### src/rtl/alarm_counter.sv
module alarm_counter #(
  parameter int W = 32
) (
  input  logic         clk,
  input  logic         rst_n,
  input  logic         run,
  input  logic         load,
  input  logic [W-1:0] load_value,
  input  logic [W-1:0] alarm_value,
  input  logic         alarm_en,
  input  logic         autoreset_en,
  input  logic         flag_clear,
  output logic [W-1:0] count,
  output logic         alarm_pulse,
  output logic         alarm_flag
);

  logic match, was_match, wrap_now;

  assign match       = alarm_en && (count == alarm_value);
  assign alarm_pulse = match && !was_match;
  assign wrap_now    = run && autoreset_en && match;

  always_ff @(posedge clk or negedge rst_n) begin
    if (!rst_n) begin
      count      <= '0;
      was_match  <= 1'b0;
      alarm_flag <= 1'b0;
    end else begin
      if (load)          count <= load_value;
      else if (wrap_now) count <= '0;
      else if (run)      count <= count + 1'b1;
      was_match <= match;
      if (alarm_pulse)     alarm_flag <= 1'b1;
      else if (flag_clear) alarm_flag <= 1'b0;
    end
  end

endmodule


### config.mk
export PLATFORM = sky130hd
export DESIGN_NAME = alarm_counter
export DESIGN_NICKNAME = d
export VERILOG_FILES = /design/src/rtl/alarm_counter.sv
export SDC_FILE = /design/constraint.sdc
export NUM_CORES = 1
export LEC_CHECK = 0
export ABC_AREA = 1
export ABC_CLOCK_PERIOD_IN_PS = 4300
export BUFFER_PORTS_ARGS = -buffer_cell sky130_fd_sc_hd__buf_2
export CORE_ASPECT_RATIO = 1.2
export CORE_MARGIN = 2
export CORE_UTILIZATION = 35
export CTS_CLUSTER_DIAMETER = 30
export DETAILED_ROUTE_END_ITERATION = 6
export GPL_TIMING_DRIVEN = 0
export HOLD_SLACK_MARGIN = 0.15
export MAX_ROUTING_LAYER = met4
export SLEW_MARGIN = 20
export SYNTH_ARGS = -nofsm -noshare
export SYNTH_HDL_FRONTEND = slang
export SYNTH_SLANG_ARGS = --single-unit
### constraint.sdc
create_clock -name clk -period 4.3 [get_ports clk]
set_clock_uncertainty 0.2 [all_clocks]
set_input_delay 0.215 -clock clk [delete_from_list [all_inputs] [get_ports clk]]
set_output_delay 0.215 -clock clk [all_outputs]
set_load 0.01 [all_outputs]
Word-level counts from Yosys, hierarchy flattened
Index checks and enable logic that the tools add are counted.

Register bits after elaboration: 34. Bits in latches: 0. RAM bits: 0. ROM bits: 0. Input port bits: 71. Output and inout port bits: 34. Word-level logic and storage cells: 17. Memories kept: 0.

Add/subtract/negate cells: 1. Multipliers: 0. Div/mod/pow operators: 0. Order comparisons: 0. Eq/ne operators: 1. Shift-type cells: 0. Multiplexer cells: 5. Bitwise gates (word level): 0. Reductions and logical operators: 7.

Operator list (number): $mux 32 (3); $add 32x1->32 const B (1); $eq 32x32->1 (1); $logic_and 1x1->1 (4); $reduce_bool 3->1 (1); $mux 1 (2); $reduce_bool 2->1 (1); $logic_not 1->1 (1).

Longest topological paths before layout
Depth after elaboration: 5. Depth in mapped cells: 12. Gate-level depth less buffers: 12.

Worst setup path before layout
Ideal clock, no wire load.

Kind: register to register. From: register count[1]. To: register count[20]. Library setup time: 121 ps. Data arrival time: 1554 ps. Data required time: 3979 ps. Path slack: 2425 ps. Stages on the path, launching flop included: 12. Buffers on the path: 0. Period minus slack after synthesis: 1875 ps. Cells stage by stage: dfrtp_1 ha_1 nand2_1 nor2_1 inv_2 nor2_1 nand3_1 inv_1 nand2_1 xor2_1 nand3_2 nand2_1.

Word-level cells in the longest chain between the ends: 5. Elaborated cells between the ends (all ways): 8. Those cells by class: add/sub: 1; eq/ne: 1; mux: 3; reduce/logical: 3.

Ends and longest elaborated chain: start: declaration (RTL line 13) `output logic [W-1:0] count,`; start signal: assignment (RTL line 30) `if (load) count <= load_value;`; start signal: assignment (RTL line 32) `else if (run) count <= count + 1'b1;`; branches (longest 5 deep; another with $add 32x1->32).

Several ways; the timed one is not identified. The select of a mux whose other input is x is not followed. A chain may end at the register's enable or synchronous reset.

Worst setup path in the final report
From: register count[1]. To: register count[30].

Same word-level chain as after synthesis.

==> impl_metrics.csv <==
group,metric,value,unit
synthesis,synth_cell_types,29,
critical_path,required,4.28,ns
sta,timing.final.ws_setup,1.625,ns
grt,grt.met2_usage,47.73,%
synthesis,synth_top_area_share,25.59,%
layout,nets,768,
synthesis,syn_area,3324,µm²
clocking,clk_latency,0.30,ns
sta,relSlewSlack,48.01,%
route,drtPass1Iterations,5,
route,routed_wl,13530,µm
layout,syn_to_final_growth,34.14,%
layout,instances_no_fill,817,
synthesis,synth_top_family_by_area,"simple AND/OR/NAND/NOR gates",
sta,worst_pin_slew,0.7799,ns
critical_path,arrival,2.66,ns
synthesis,yosys_warnings,0,
floorplan,io_pins,105,
grt,antenna_found_initial,0,
floorplan,core_area,9129,µm²
critical_path,endpoint_kind,"flop",
layout,utilization,48.85,%
floorplan,die_h,110.8,µm
placement,place_hpwl,10770,µm
route,drt_iter0_markers,211,
grt,grt_util_met3,2.175,%
synthesis,synth-simple-area-share,45.01,%
layout,drive_gt1_share,23.96,%
clocking,clock_path_buffers,2,
synthesis,synth_fa_ha_area_share,0.3764,%
synthesis,synth.area.mux_share,0,%
sta,rsz0062_at_grt,"false",
clocking,cts_buffers,5,
floorplan,row_count,38,
layout,regArea,850.8,µm²
floorplan,die_x,92.97,µm
layout,fillCellCount,1000,
sta,drv_slew,0,
synthesis,synth_compound_area_share,9.371,%
outcome,status,"complete, no violations",
critical_path,crit_fanout,7,
placement,numPortBuffers,103,
route,ant_nets,0,
clocking,root_buffer,"clkbuf_8",
grt,grt_pass1_wl,21550,µm
grt,top_usage_layer,"met2",
floorplan,initial_core_util,36.42,%
synthesis,syn_area_per_cell,6.055,µm²
job,maxCapViolCount,0,
route,dr_total_vias,4048,
sta,fin_setup_tns,0,ns
synthesis,syn_inst,549,
grt,grt_max_degree,35,
grt,grt_use_total,27.64,%
sta,fmax,373.9,MHz
placement,globalplace.congestion,0.9547,
sta,fin_crit_sh,62.20,%
layout,mostFrequentLayoutCells,"nand2_1 (191), buf_2 (106), nor2_1 (66)",
sta,hold_viol,0,
power,p_leak,2.424,nW
layout,final_common_cell,"nand2_1",
clocking,cts_tree,"built",
power,ir_drop,135.1,µV
grt,grt_pass1_vias,4186,
route,drc,0,
placement,dp_cells,772,
worst_hold_path,hold_class,"in -> reg",
synthesis,seq_area_frac_synth,25.59,%
layout,multi_input_area,2057,µm²
route,vias_per_cell,4.955,
sta,period_minus_slack,2.675,ns
critical_path,start_kind,"flop",
clocking,cts_setup_buffers,0,
synthesis,synth_xor_xnor_area_share,7.113,%
clocking,h-tree-depth,2,
sta,setup_viol,0,
placement,post-place-ws,2.091,ns
synthesis,syn-num-nets,621,
grt,met1_usage,34.09,%
grt,overflow,0,
layout,n_antenna_cell,0,
floorplan,die_area,10300,µm²
synthesis,synth-seq-cells,34,
synthesis,synth_area_leaders,"dfrtp_1 (26%), nand2_1 (22%), nor2_1 (7.5%), a22oi_1 (7.2%), inv_1 (6.8%)",
clocking,cts_num_sinks,34,
route,wl_per_cell,16.56,µm
synthesis,post-synth-top-area-cell,"dfrtp_1",
sta,hold_slack,0.1734,ns
critical_path,worstSetupPathType,"reg -> reg",
clocking,clkSlewWorstSetupHoldPaths,0.09,ns
power,p_per_area,243.9,nW/µm²
-- final cells by class --
class | instances | area share, %
multi-input cells | 410 | 46.13
flip-flops and latches | 34 | 19.08
inverters | 92 | 7.744
repair buffers | 140 | 19.87
well taps | 120 | 3.367
plain buffers | 13 | 1.599
clock buffers | 6 | 1.852
clock inverters | 2 | 0.3648
-- logic make-up after synthesis --
group | after synthesis
XOR/XNOR | 27
AND/OR/NAND/NOR | 336
flip-flops | 34
AO/OA/AOI/OAI | 46
buffers and inverters | 105
adder cells (fa/ha/maj) | 1
-- power by group --
part	switching (W)	total (W)	leakage, nW	internal, W
combinational	0.000227	0.000386	1.96	0.000159
clock	0.000143	0.000275	0.0478	0.000132
sequential	0.0000759	0.000426	0.418	0.000350
total	0.000446	0.00109	2.42	0.000642
-- synthesized netlist by cell type (all sizes together) --
master,instances
nor2,68
a22oi,32
nand4,12
inv,88
nor3,17
xor2,24
o22ai,1
buf,6
nand2,192
nand3b,3
o21ai,10
or2,2
a21oi,3
dfrtp,34
xnor2,3
clkbuf,7
nand3,42
clkinv,4
ha,1
-- per-stage QoR --
step | instance area (µm²) | power (W)
after global routing | 4459 | 0.001159
after floorplan | 3324 | 0.0006216
after detailed placement | 3990 | 0.0007862
after global placement | 3990 | 0.0007835
after CTS | 4459 | 0.001085
final | 4459 | 0.001088
-- path summary, 6_finish.rpt --
path | from | to | slack, ns | cells after the start
worst max-delay path | count[1] | count[30] | 1.63 | 11
worst min-delay path | autoreset_en | count[15] | 0.17 | 4
worst max register to register | count[1] | count[30] | 1.63 | 11
worst min register to register | was_match | alarm_flag | 0.28 | 1
max in group asynchronous | rst_n | count[10] | 3.08 | 2
min in group asynchronous | rst_n | count[5] | 0.33 | 2
-- flip-flops by register name, summed over array words and instances, names as in the netlist --
name and flops:
alarm_flag 1, count 32, was_match 1
-- critical path: stages (launching register included) --
cell	delay [ns]
dfrtp_1	0.51
ha_1	0.23
nand2_1	0.09
inv_1	0.08
nand3_1	0.22
nor2_1	0.30
nand2_1	0.08
nand2_1	0.06
nand2_1	0.05
nand4_1	0.12
nand2_1	0.06
dlygate4sd3_1	0.55
-- routing by layer --
layer | up-vias | part of all wire (%)
li1 | 2023 | -
met1 | 1868 | 44
met2 | 137 | 50
met3 | 20 | 4.0
met4 | 0 | 2.5
met5 | - | 0
-- what timing repair did --
item	4_1_cts	5_1_grt
endpoints found under the setup margin	0	0
hold buffers	37	0
endpoints found under the hold margin	67	0
gates resized for setup	0	0
Power figures use the tool's default switching activity.
